--- src/rtl/quad_wiper_spi.sv ---
module quad_wiper_spi #(
  parameter int         N_WIPERS    = 4,
  parameter int         SYNC_STAGES = 2,
  parameter logic [4:0] CTRL_ADDR   = 5'h10,
  parameter logic [7:0] WIPER_INIT  = 8'h80,
  parameter logic [7:0] CTRL_INIT   = 8'h40
) (
  input  logic                  clk,
  input  logic                  rst_n,
  input  logic                  spi_sck,
  input  logic                  spi_csn,
  input  logic                  spi_sdi,
  output logic                  sdo_o,
  output logic                  sdo_oe_o,
  output logic [N_WIPERS*8-1:0] wiper_o,
  output logic                  shutdown_o
);

  localparam int               BYTE     = 8;
  localparam int               FRAME    = 2 * BYTE;
  localparam int               CNT_W    = $clog2(FRAME);
  localparam logic [CNT_W-1:0] LAST_BIT = CNT_W'(FRAME - 1);
  localparam logic [7:0]       CTRL_MASK = 8'h42;
  localparam logic [2:0]       OP_CRD = 3'b001;
  localparam logic [2:0]       OP_CWR = 3'b011;
  localparam logic [2:0]       OP_RD  = 3'b100;
  localparam logic [2:0]       OP_WR  = 3'b110;
  localparam logic [2:0]       ECHO   = 3'b111;

  logic [SYNC_STAGES-1:0] sck_sy, cs_sy, sdi_sy;
  logic sck_d, cs_d;

  always_ff @(posedge clk or negedge rst_n) begin
    if (!rst_n) begin
      sck_sy <= '0;
      cs_sy  <= '0;
      sdi_sy <= '0;
      sck_d  <= 1'b0;
      cs_d   <= 1'b0;
    end else begin
      sck_sy <= {sck_sy[SYNC_STAGES-2:0], spi_sck};
      cs_sy  <= {cs_sy[SYNC_STAGES-2:0], spi_csn};
      sdi_sy <= {sdi_sy[SYNC_STAGES-2:0], spi_sdi};
      sck_d  <= sck_sy[SYNC_STAGES-1];
      cs_d   <= cs_sy[SYNC_STAGES-1];
    end
  end

  wire sck_s    = sck_sy[SYNC_STAGES-1];
  wire cs_s     = cs_sy[SYNC_STAGES-1];
  wire sdi_s    = sdi_sy[SYNC_STAGES-1];
  wire sck_rise = sck_s & ~sck_d;
  wire sck_fall = ~sck_s & sck_d;
  wire cs_fall  = ~cs_s & cs_d;
  wire cs_rise  = cs_s & ~cs_d;

  logic             active, got_pair, sdo_q;
  logic [CNT_W-1:0] bit_cnt;
  logic [FRAME-1:0] rx, tx;
  logic [7:0]       acr;
  logic [7:0]       wr [N_WIPERS];

  // read decode looks at the pair as it completes
  wire [FRAME-1:0] rx_next = {rx[FRAME-2:0], sdi_s};
  wire [2:0]       rd_op   = rx_next[15:13];
  wire [4:0]       rd_ad   = rx_next[12:8];
  wire             is_read = (rd_op == OP_CRD) || (rd_op == OP_RD);
  logic [7:0]      rd_data;

  always_comb begin
    rd_data = '0;
    if (rd_op == OP_CRD) rd_data = acr;
    else if (rd_op == OP_RD) begin
      if (rd_ad == CTRL_ADDR) rd_data = acr;
      for (int i = 0; i < N_WIPERS; i++)
        if (rd_ad == 5'(i)) rd_data = wr[i];
    end
  end

  wire [FRAME-1:0] reply = {ECHO, rd_ad, rd_data};

  // commit decode uses the last 16 bits held at chip select rise
  wire [2:0] cm_op     = rx[15:13];
  wire [4:0] cm_ad     = rx[12:8];
  wire [7:0] cm_dat    = rx[7:0];
  wire       commit_ok = active && got_pair && (bit_cnt[2:0] == 3'd0);
  wire       ctrl_we   = (cm_op == OP_CWR) || ((cm_op == OP_WR) && (cm_ad == CTRL_ADDR));

  always_ff @(posedge clk or negedge rst_n) begin
    if (!rst_n) begin
      active   <= 1'b0;
      got_pair <= 1'b0;
      bit_cnt  <= '0;
      rx       <= '0;
      tx       <= '0;
      sdo_q    <= 1'b0;
      acr      <= CTRL_INIT;
      for (int i = 0; i < N_WIPERS; i++) wr[i] <= WIPER_INIT;
    end else if (cs_fall) begin
      active   <= 1'b1;
      got_pair <= 1'b0;
      bit_cnt  <= '0;
      rx       <= '0;
      tx       <= '0;
      sdo_q    <= 1'b0;
    end else if (cs_rise) begin
      active <= 1'b0;
      if (commit_ok) begin
        if (ctrl_we) acr <= cm_dat & CTRL_MASK;
        if (cm_op == OP_WR)
          for (int i = 0; i < N_WIPERS; i++)
            if (cm_ad == 5'(i)) wr[i] <= cm_dat;
      end
    end else if (active) begin
      if (sck_rise) begin
        rx      <= rx_next;
        bit_cnt <= bit_cnt + 1'b1;
        if (bit_cnt == LAST_BIT) got_pair <= 1'b1;
        tx <= (bit_cnt == LAST_BIT && is_read) ? reply : {tx[FRAME-2:0], sdi_s};
      end
      if (sck_fall) sdo_q <= tx[FRAME-1];
    end
  end

  for (genvar g = 0; g < N_WIPERS; g++) begin : g_out
    assign wiper_o[g*8 +: 8] = wr[g];
  end

  wire od_mode = acr[1];
  assign shutdown_o = ~acr[6];
  assign sdo_oe_o   = active & (~od_mode | ~sdo_q);
  assign sdo_o      = od_mode ? 1'b0 : sdo_q;

  a_r2_wiper_hold: assert property (@(posedge clk) disable iff (!rst_n)
    !cs_rise |=> $stable(wiper_o));

  a_r3_reserved_zero: assert property (@(posedge clk) disable iff (!rst_n)
    (acr & ~CTRL_MASK) == 8'h00);

  a_r4_shdn_hold: assert property (@(posedge clk) disable iff (!rst_n)
    !cs_rise |=> $stable(shutdown_o));

  a_r9_idle_hiz: assert property (@(posedge clk) disable iff (!rst_n)
    (cs_s && cs_d) |-> !sdo_oe_o);

  a_r9_od_no_high: assert property (@(posedge clk) disable iff (!rst_n)
    (sdo_oe_o && od_mode) |-> !sdo_o);

  a_r10_sdo_edge: assert property (@(posedge clk) disable iff (!rst_n)
    !(sck_fall || cs_fall) |=> $stable(sdo_q));

endmodule

--- config.mk ---
export PLATFORM = sky130hd
export DESIGN_NAME = quad_wiper_spi
export DESIGN_NICKNAME = d
export VERILOG_FILES = /design/src/rtl/quad_wiper_spi.sv
export SDC_FILE = /design/constraint.sdc
export NUM_CORES = 1
export LEC_CHECK = 0
export BUFFER_PORTS_ARGS = -buffer_cell sky130_fd_sc_hd__buf_2
export CAP_MARGIN = 40
export CORE_UTILIZATION = 49
export CTS_BUF_LIST = sky130_fd_sc_hd__clkbuf_2 sky130_fd_sc_hd__clkbuf_4 sky130_fd_sc_hd__clkbuf_8
export DETAILED_ROUTE_END_ITERATION = 12
export PLACE_DENSITY = 0.75
export SYNTH_ARGS = -nofsm -noshare
export SYNTH_HDL_FRONTEND = slang
export SYNTH_SLANG_ARGS = --single-unit
--- constraint.sdc ---
create_clock -name clk -period 3.52 [get_ports clk]
set_input_delay 0.528 -clock clk [delete_from_list [all_inputs] [get_ports clk]]
set_output_delay 0.528 -clock clk [all_outputs]
set_load 0.005 [all_outputs]
After elaboration in Yosys (flattened, before gate mapping)
Index checks and enable logic that the tools add are counted.
{"block": "totals", "ff_bits": 81, "latchBits": 0, "ramBits": 0, "rom_bits": 0, "in_bits": 5, "output_inout_bits": 35, "n_memories": 0}
{"block": "classes", "add_sub_neg": 1, "mul": 0, "n_div": 0, "n_lt_le_gt_ge": 0, "n_eq_ne": 14, "n_shift": 0, "muxes": 32, "bitwise": 14, "n_reduce_logical": 22}
{"operator": "16-bit 2-to-1 mux", "count": 9}
{"operator": "8-bit 2-to-1 mux", "count": 6}
{"operator": "5-bit by 2-bit equality test with 1-bit output (second input constant)", "count": 4}
{"operator": "5-bit AND reduction", "count": 4}
{"operator": "4-bit 2-to-1 mux", "count": 4}
{"operator": "1-bit 2-to-1 mux", "count": 12}
{"operator": "5-bit by 1-bit equality test with 1-bit output (second input constant)", "count": 2}
{"operator": "5-bit equality test (second input constant)", "count": 2}
{"operator": "5-bit zero test", "count": 2}
{"operator": "2-bit nonzero test", "count": 5}
{"operator": "1-bit inverter", "count": 8}
{"operator": "4-bit AND reduction", "count": 2}
{"operator": "7-bit 2-to-1 mux", "count": 1}
{"operator": "3-bit equality test (second input constant)", "count": 2}
{"operator": "3-bit AND reduction", "count": 2}
{"operator": "1-bit AND", "count": 5}
{"operator": "4-bit by 1-bit adder with 4-bit output (second input constant)", "count": 1}
{"operator": "4-bit equality test (second input constant)", "count": 1}
{"operator": "1-bit logical AND", "count": 4}
{"operator": "3-bit by 1-bit equality test with 1-bit output (second input constant)", "count": 1}
{"operator": "3-bit by 2-bit equality test with 1-bit output (second input constant)", "count": 1}
{"operator": "3-bit zero test", "count": 1}
{"operator": "1-bit logical OR", "count": 2}
{"operator": "2-bit inequality test (second input constant)", "count": 1}
{"operator": "1-bit OR", "count": 1}

Logic depth before layout (Yosys ltp)
Gate-level depths: netlist of run 1.
{"block": "logic_depth", "depth_word": 13, "depth_mapped": 8, "mapped_depth_nobuf": 7}

Worst setup path before layout of run 1
Ideal clock, no wire load.
{"block": "synth_timing", "path_kind": "register to register", "startpoint": "reg cs_d", "endpoint": "reg wr (netlist bit wiper_o[24])", "arrival_ps": 1864, "path_slack_ps": 1531, "stages_incl_launch_ff": 9, "path_buffers": 1, "path_cell_list": "dfrtp_1 > inv_1 > ha_1 > nand4_1 > nor3b_2 > nand3_2 > or3_1 > buf_6 > mux2_4"}
{"block": "synth_between", "elab_chain_cells": 3}
{"item": "start, declared", "line": "31", "text": "logic sck_d, cs_d;"}
{"item": "start signal, assigned", "line": "45", "text": "cs_d <= cs_sy[SYNC_STAGES-1];"}
{"item": "1-bit AND or 1-bit inverter (tied branches)", "line": "54, 55"}
{"item": "1-bit inverter (no source line) or 1-bit AND (tied branches)"}
{"item": "5-bit AND reduction (no source line) *"}
{"item": "end signal, assigned by index", "line": "112", "text": "if (cm_ad == 5'(i)) wr[i] <= cm_dat;"}
{"item": "end, declared", "line": "61", "text": "logic [7:0] wr [N_WIPERS];"}
Every way passes the cells marked *; elsewhere a longest branch is shown, timed or not.
A chain may end at the register's enable or synchronous reset.

Worst setup path in the final report of run 1
{"block": "layout_timing", "startpoint": "reg cs_sy[1]", "endpoint": "reg tx[4]"}
{"block": "layout_between", "elab_chain_cells": 4}
{"item": "start, declared", "line": "30", "text": "logic [SYNC_STAGES-1:0] sck_sy, cs_sy, sdi_sy;"}
{"item": "start signal, assigned", "line": "42", "text": "cs_sy <= {cs_sy[SYNC_STAGES-2:0], spi_csn};"}
{"item": "1-bit inverter *", "line": "54", "text": "wire cs_fall = ~cs_s & cs_d;"}
{"item": "1-bit AND *", "line": "54"}
{"item": "net cs_fall", "line": "54"}
{"item": "2-bit inequality test (no source line) or 2-bit nonzero test (tied branches)"}
{"item": "3-bit AND reduction (no source line)"}
{"item": "end signal, assigned", "line": "119", "text": "tx <= (bit_cnt == LAST_BIT && is_read) ? reply : {tx[FRAME-2:0], sdi_s};"}
{"item": "end, declared", "line": "59", "text": "logic [FRAME-1:0] rx, tx;"}
Mark *: on every way through the listed nets, which the timed path passes. The rest lies on a longest branch.

==> metrics, run 1 <==
leak pwr 0.001954 uW; setup bufs post-CTS 0; Die H 89.19 um; Slew Limit Fails 0; Starting Density 51.08%; # rows 31; final WL 7.673 mm; depth of the worst register-to-register path 8; CTS tree yes; Int Pwr 1382 uW; gr usage total 21.36%; Sw Ratio 24.84%; R2R Path End tx[4]$_DFFE_PN0P_; relative slew slack 40.31%; worst slew pin tran 0.8953 ns; # IOs 40; register area share after synthesis 54.59%; First-pass DRT Iterations 4; I/O Buffers 39; Crit Path Category flop to flop; Fin Clk Skew 0.008086 ns; Via density 5.560; post-layout util 57.89%; Sum Neg Setup Slack 0 ns; WL/cell 16.54 um; Core ar. 7292 um^2; vias in the first global route 2509; Iter 0 DRT Violations 200; Die X 89.19 um; Unique masters post-synth 50; GPL Wtd Cong 0.7939; CTS Root Cell clkbuf_8; Nets 369; syn_nets 333; Worst Setup End Kind flop; H-tree depth 3; Post-Synthesis Cells 324; outcome completed; number of CTS-inserted buffers 9; Via Count 2580; Clk pwr share 36.8%; RSZ-0062 raised after global routing false; Switch Pwr 456.8 uW; Max Clk Rate 413.1 MHz; first-pass GRT wire length 12.56 mm; pin count of the biggest net entering global routing 51; clk sink count 81; CTS max path bufs 2; EDFF count, synth 0; Seq cells post-synth 81; Hold Crit Class input pin to asynchronous set/reset pin; Final setup viols 0; Resized cells post-CTS 0; Filler Cell Count 645; Yosys warning count 0; DIE AREA 7954 um^2; antenna viol nets, final 0; Worst VDD drop 0.2776 mV; part of the power in registers 55.6%; fraction of layout cells with a size suffix above 1 30.68%; Mapped Area 3725 um^2; Post-DP HPWL 5.096 mm; max cap viols 0; Final min period 2.421 ns; period utilisation layout 68.77%; RR Startpoint cs_sy[1]$_DFF_PN0_; Area growth, synth to finish 13.34%; Diodes inserted 0; Setup crit start kind flop; ys flop type dfrtp_1; Skew-Pair Late Insertion Delay 0.35 ns; Post-Syn Area per Cell 11.50 um^2; DRC violations left 0; hold buffers post-CTS 0; Hold Vio Cnt, Final 0; Overflow after GRT 0; Async SR Flop Fraction 100.0%; R2R Setup Slk 1.10 ns; combinational power share 7.6%; pwr dens 435.6 nW/um^2; WP data required 3.81 ns; initial antenna violation count 0; CTS clk-pin slew, worst paths 0.08 ns; critical path fanouts, max 16; Worst EP arrival 2.71 ns
## stage by stage
step                instance area [um^2]  setup slack (ns)  hold WS [ns]  total power (uW)  cells
floorplan                           3725             1.531        0.2324              1118    324
global placement                    3981             1.103        0.3332              1170    446
detailed placement                  4024             1.091        0.3411              1181    448
CTS                                 4222             1.088        0.1141              1853    464
global route                        4222            0.9767        0.1302              1920    464
finish                              4222             1.099        0.1163              1839    464
## metal layers
metal | share of wire (%) | global-route usage, % | up-vias
li1 | - | - | 1219
met1 | 47 | 30.98 | 1282
met2 | 47 | 31.99 | 69
met3 | 4.4 | 4.340 | 10
met4 | 1.4 | 7.937 | 0
met5 | 0 | 0 | -
## cell type report
type | count | area [um^2] | area share [%]
well taps | 99 | 123.9 | 2.934
clock inverters | 4 | 45.04 | 1.067
flip-flops and latches | 81 | 2033 | 48.16
repair buffers | 44 | 262.8 | 6.224
inverters | 9 | 33.78 | 0.8002
multi-input cells | 215 | 1570 | 37.20
clock buffers | 12 | 152.6 | 3.616
## cells in the mapped netlist (2+ instances only)
library cell | instances | share of area (%)
a211oi_1 | 9 | 1.8
a21oi_1 | 5 | 0.67
a221o_1 | 5 | 1.3
buf_6 | 3 | 0.91
clkbuf_1 | 13 | 1.3
dfrtp_1 | 76 | 51
dfstp_2 | 5 | 3.5
ha_1 | 4 | 1.3
inv_1 | 9 | 0.91
mux2_2 | 27 | 8.2
mux2_4 | 8 | 3.2
mux2i_1 | 7 | 1.9
mux4_2 | 2 | 1.2
nand2_1 | 37 | 3.7
nand2b_1 | 19 | 3.2
nand3_1 | 3 | 0.40
nand3b_1 | 2 | 0.40
nor2_1 | 11 | 1.1
nor2b_1 | 7 | 1.2
nor3_1 | 5 | 0.67
nor3_2 | 2 | 0.54
nor4_1 | 2 | 0.34
o21ai_0 | 29 | 3.9
o22ai_1 | 4 | 0.67
o31ai_1 | 5 | 1.0
## cell families after synthesis
kind of cell,share of synthesized area (%)
compound gates,11.35
flops,54.59
fa+ha+maj,1.344
mux,14.48
simple gates,14.44
buf+inv,3.560
xor+xnor,0.2352
## critical path: stages (launching register included)
cell,delay (ns)
dfrtp_1,0.38
inv_1,0.06
ha_1,0.34
buf_8,0.22
nor2_1,0.10
nand2_1,0.24
or4b_4,0.62
a211oi_1,0.25
a221o_1,0.15
## worst max path at each step
stage / start / to / cells after the start
final: cs_sy[1]$_DFF_PN0_ / tx[4]$_DFFE_PN0P_ / 8
after global routing: cs_d$_DFF_PN0_ / wiper_o[17]$_DFFE_PN0P_ / 7
after CTS: cs_d$_DFF_PN0_ / wiper_o[22]$_DFFE_PN0P_ / 7
after detailed placement: cs_d$_DFF_PN0_ / wiper_o[21]$_DFFE_PN0P_ / 7
after global placement: cs_sy[1]$_DFF_PN0_ / tx[4]$_DFFE_PN0P_ / 7
after floorplan: cs_d$_DFF_PN0_ / wiper_o[24]$_DFFE_PN0P_ / 8
## sequential cells by signal (all words and copies together), names as in the netlist
signal,flops
acr,2
tx,16
got_pair,1
bit_cnt,4
wiper_o,32
rx,16
sck_d,1
cs_sy,2
sdi_sy,2
active,1
sdo_q,1
cs_d,1
sck_sy,2
## layout by cell type (no fill, tap or decap), types with 2 or more instances in the layout
cell / Yosys / layout
nor3_1: 5 / 5
dfstp_2: 5 / 5
buf_4: 0 / 4
a221o_1: 5 / 5
nand3_1: 3 / 3
inv_1: 9 / 9
clkinv_2: 0 / 3
o21ai_0: 29 / 29
mux4_2: 2 / 2
a21oi_1: 5 / 5
clkbuf_4: 1 / 2
a211oi_1: 9 / 9
mux2_4: 8 / 8
nand2_1: 37 / 37
nor2b_1: 7 / 7
dfrtp_1: 76 / 76
nor4_1: 2 / 2
buf_2: 1 / 38
mux2i_1: 7 / 7
nand3b_1: 2 / 2
clkbuf_8: 0 / 10
ha_1: 4 / 4
nor3_2: 2 / 2
nand2b_1: 19 / 19
o22ai_1: 4 / 4
nor2_1: 11 / 11
mux2_2: 27 / 27
o31ai_1: 5 / 5
## power groups by stage
stage | registers, uW | clock network (uW) | logic (uW)
4_1_cts | 1020 | 689 | 142
6_report | 1020 | 676 | 140
2_1_floorplan | 1010 | 0 | 106
5_1_grt | 1030 | 725 | 165
3_5_place_dp | 1040 | 0 | 141
3_3_place_gp | 1040 | 0 | 130
No activity file was read; power rests on OpenSTA's default activity.
==> inputs of run 2 (changes only) <==
--- a/config.mk
+++ b/config.mk
@@ -5,12 +5,13 @@
 export SDC_FILE = /design/constraint.sdc
 export NUM_CORES = 1
 export LEC_CHECK = 0
+export ABC_AREA = 1
 export BUFFER_PORTS_ARGS = -buffer_cell sky130_fd_sc_hd__buf_2
 export CAP_MARGIN = 40
 export CORE_UTILIZATION = 49
 export CTS_BUF_LIST = sky130_fd_sc_hd__clkbuf_2 sky130_fd_sc_hd__clkbuf_4 sky130_fd_sc_hd__clkbuf_8
 export DETAILED_ROUTE_END_ITERATION = 12
-export PLACE_DENSITY = 0.75
+export PLACE_DENSITY = 0.78
 export SYNTH_ARGS = -nofsm -noshare
 export SYNTH_HDL_FRONTEND = slang
 export SYNTH_SLANG_ARGS = --single-unit
==> constraint.sdc (replaced) <==
create_clock -name clk -period 2 [get_ports clk]
set_input_delay 0.3 -clock clk [delete_from_list [all_inputs] [get_ports clk]]
set_output_delay 0.3 -clock clk [all_outputs]
set_load 0.005 [all_outputs]
==> run 2 against run 1 <==
Effect of this change: critical path depth is 2 higher; sequential share of layout area is 0.38 points lower; utilization is 0.46 points higher; register-to-register slack worse by 0.91 ns; non-clock buffer count is 5 higher; clock power is 82% higher; via count is 16% higher; count of clock-buffer cells in the layout is 3 lower; critical path type unchanged; critical endpoint is now wiper_o[4]$_DFFE_PN0P_.
==> metrics, run 2 <==
outcome completed; syn_nets 415 (+25%); Post-DP Area 4015 um^2 (-0.22%); Hold Vio Cnt, Final 0 (unchanged); Unique masters post-synth 39 (-22%); Post-Syn Area per Cell 9.125 um^2 (-21%); first-pass GRT wire length 13.97 mm (+11%); DRC violations left 0 (unchanged); period utilisation layout 90.69% (+22 points); R2R Setup Slk 0.19 ns (-0.91 ns); Async SR Flop Fraction 100.0% (unchanged); crit path launch bit_cnt[0]$_DFFE_PN0P_; Skew-Pair Late Insertion Delay 0.36 ns (about the same); Max Clk Rate 551.3 MHz (+33%); RSZ-0062 raised after global routing false; worst slew pin tran 0.4136 ns (-0.4817 ns); CP top delay family simple AND/OR/NAND/NOR gates; RR Startpoint bit_cnt[0]$_DFFE_PN0P_; top cell type's share of synthesized area 51.33% (+0.28 points); Overflow after GRT 0 (unchanged); Final Power 3487 uW (+90%); number of CTS-inserted buffers 9 (unchanged); vias in the first global route 2842 (+13%); pwr dens 819.5 nW/um^2 (+88%); most frequent cells after synthesis nand2_1 (101), dfrtp_1 (76), inv_1 (42); pin count of the biggest net entering global routing 52 (+2.0%); Setup crit start kind flop; R2R Path End wiper_o[4]$_DFFE_PN0P_; clk sink count 81 (unchanged); Worst Setup End Kind flop; leak pwr 0.002056 uW (+5.2%); First-pass DRT Iterations 5 (+1); Post-DP HPWL 6.043 mm (+19%); max cap viols 0 (unchanged); Sum Neg Setup Slack 0 ns (unchanged); worst stage delay on the critical path 0.41 ns (-0.21 ns); Final min period 1.814 ns (-0.6069 ns); final WL 8.623 mm (+12%); Diodes inserted 0 (unchanged); Worst Path Buf+Inv 3 (+1); Worst VDD drop 0.5118 mV (+84%); GPL Wtd Cong 0.8615 (+8.5%); WP data required 2.26 ns (-1.55 ns); H-tree depth 3 (unchanged); worst hold stages 1; gr usage total 23.70% (+2.3 points); most frequent cells in the layout nand2_1 (101), dfrtp_1 (76), inv_1 (42); EDFF count, synth 0 (unchanged); critical path fanouts, max 16 (unchanged); Starting Density 50.81% (-0.27 points); Largest register FFs 32 (unchanged); crit path cell chain inv_1, ha_1, nand3_1, nor3_2, nand2_2, inv_2, nand4_2, buf_4, nand2_1, o21ai_2; Mapped Area 3705 um^2 (-0.54%); CTS clk-pin slew, worst paths 0.09 ns (about the same); largest area contributor in the netlist dfrtp_1; ys flop type dfrtp_1; critical hold path startpoint spi_sdi; post-route cell area 4255 um^2 (+0.80%); Fin Clk Skew 0.007786 ns (-0.0002995 ns); placed cells 539 (+20%); pre-CTS setup slack 0.1375 ns (-0.9537 ns); depth of the worst register-to-register path 10 (+2); Core ar. 7292 um^2 (unchanged); top-count cell post-synth nand2_1; Crit Path Category flop to flop; Hold Crit Class input pin to flop; Iter 0 DRT Violations 230 (+15%); initial antenna violation count 0 (unchanged); antenna viol nets, final 0 (unchanged); Die H 88.95 um (-0.26%); WL/cell 15.48 um (-6.4%); # IOs 40 (unchanged); Via Count 2994 (+16%); Yosys warning count 0 (unchanged); register area share after synthesis 54.88% (+0.29 points); CP max-delay cell dfrtp_1; Worst EP arrival 2.07 ns (-0.64 ns); # rows 31 (unchanged); CTS Root Cell clkbuf_8; relative slew slack 72.43% (+32 points); Die X 88.95 um (-0.26%); Nets 462 (+25%); DIE AREA 7912 um^2 (-0.53%); I/O Buffers 39 (unchanged); Hold EP sdi_sy[0]$_DFF_PN0_; Via density 5.375 (-3.3%); fraction of layout cells with a size suffix above 1 24.02% (-6.7 points); Filler Cell Count 662 (+2.6%); synth top area cells dfrtp_1 (51%), nand2_1 (10%), o21ai_0 (4.3%), inv_1 (4.3%), dfstp_2 (3.5%); CTS tree yes; Final setup viols 0 (unchanged); Post-Synthesis Cells 406 (+25%); CTS max path bufs 2 (unchanged); setup ws final 0.1861 ns (-0.9131 ns); Area growth, synth to finish 14.86%; Slew Limit Fails 0 (unchanged); Final Instance Count excl. Fillers 557 (+20%); Seq cells post-synth 81 (unchanged); leading cell type in the layout, fill and taps excluded nand2_1
run 2: logic make-up after synthesis:
kind of cell,synth area share (%)
fa+ha+maj,1.351
buf+inv,7.125
compound gates,13.95
simple gates,22.70
flops,54.88
run 2: worst max path at each step:
| stage | end | slack, ns | cells past startpoint |
|---|---|---|---|
| floorplan | wiper_o[6]$_DFFE_PN0P_ | 0.42 | 10 |
| detailed placement | wiper_o[29]$_DFFE_PN0P_ | 0.14 | 7 |
| CTS | wiper_o[27]$_DFFE_PN0P_ | 0.10 | 7 |
| global route | wiper_o[10]$_DFFE_PN0P_ | 0.02 | 9 |
| global placement | wiper_o[26]$_DFFE_PN0P_ | 0.20 | 7 |
| finish | wiper_o[4]$_DFFE_PN0P_ | 0.19 | 10 |
run 2: timing repair:
item,4_1_cts,5_1_grt
hold endpoints to repair,26,0
buffers inserted,0,1
hold buffers,1,0
gates resized for setup,0,2
endpoints found under the setup margin,0,13
run 2: worst reg2reg max path, delay by kind of cell (launching register included):
family | cells | cell delay [ns]
fa+ha+maj | 1 | 0.15
buf+inv | 3 | 0.44
compound gates | 1 | 0.06
simple gates | 5 | 0.65
flops | 1 | 0.41
run 2: power by group:
group,switching [uW],internal [uW]
clock,639,589
sequential,81.9,1760
combinational,280,137
total,1000,2490
run 2: stage by stage:
step / hold slack [ns] / utilization, %
CTS: 0.04167 / 57.98
detailed placement: 0.2616 / 55.06
global placement: 0.2541 / 55.06
floorplan: 0.004409 / -
global route: 0.03671 / 58.36
finish: 0.04428 / 58.36
run 2: final cells by class:
type	instances	area [um^2]	share of cell area, %
inverter	48	180.2	4.234
clock inverter	7	78.83	1.852
timing repair buffer	49	300.3	7.057
tap	99	123.9	2.911
clock buffer	9	123.9	2.911
multi-input combinational	264	1415	33.26
sequential	81	2033	47.78
run 2: layer usage:
metal	share of wire [%]	global-route usage (%)	vias to the layer above
li1	-	-	1424
met5	0	0	-
met1	45	33.27	1455
met2	47	37.48	97
met4	1.7	8.225	0
met3	6.0	4.247	18
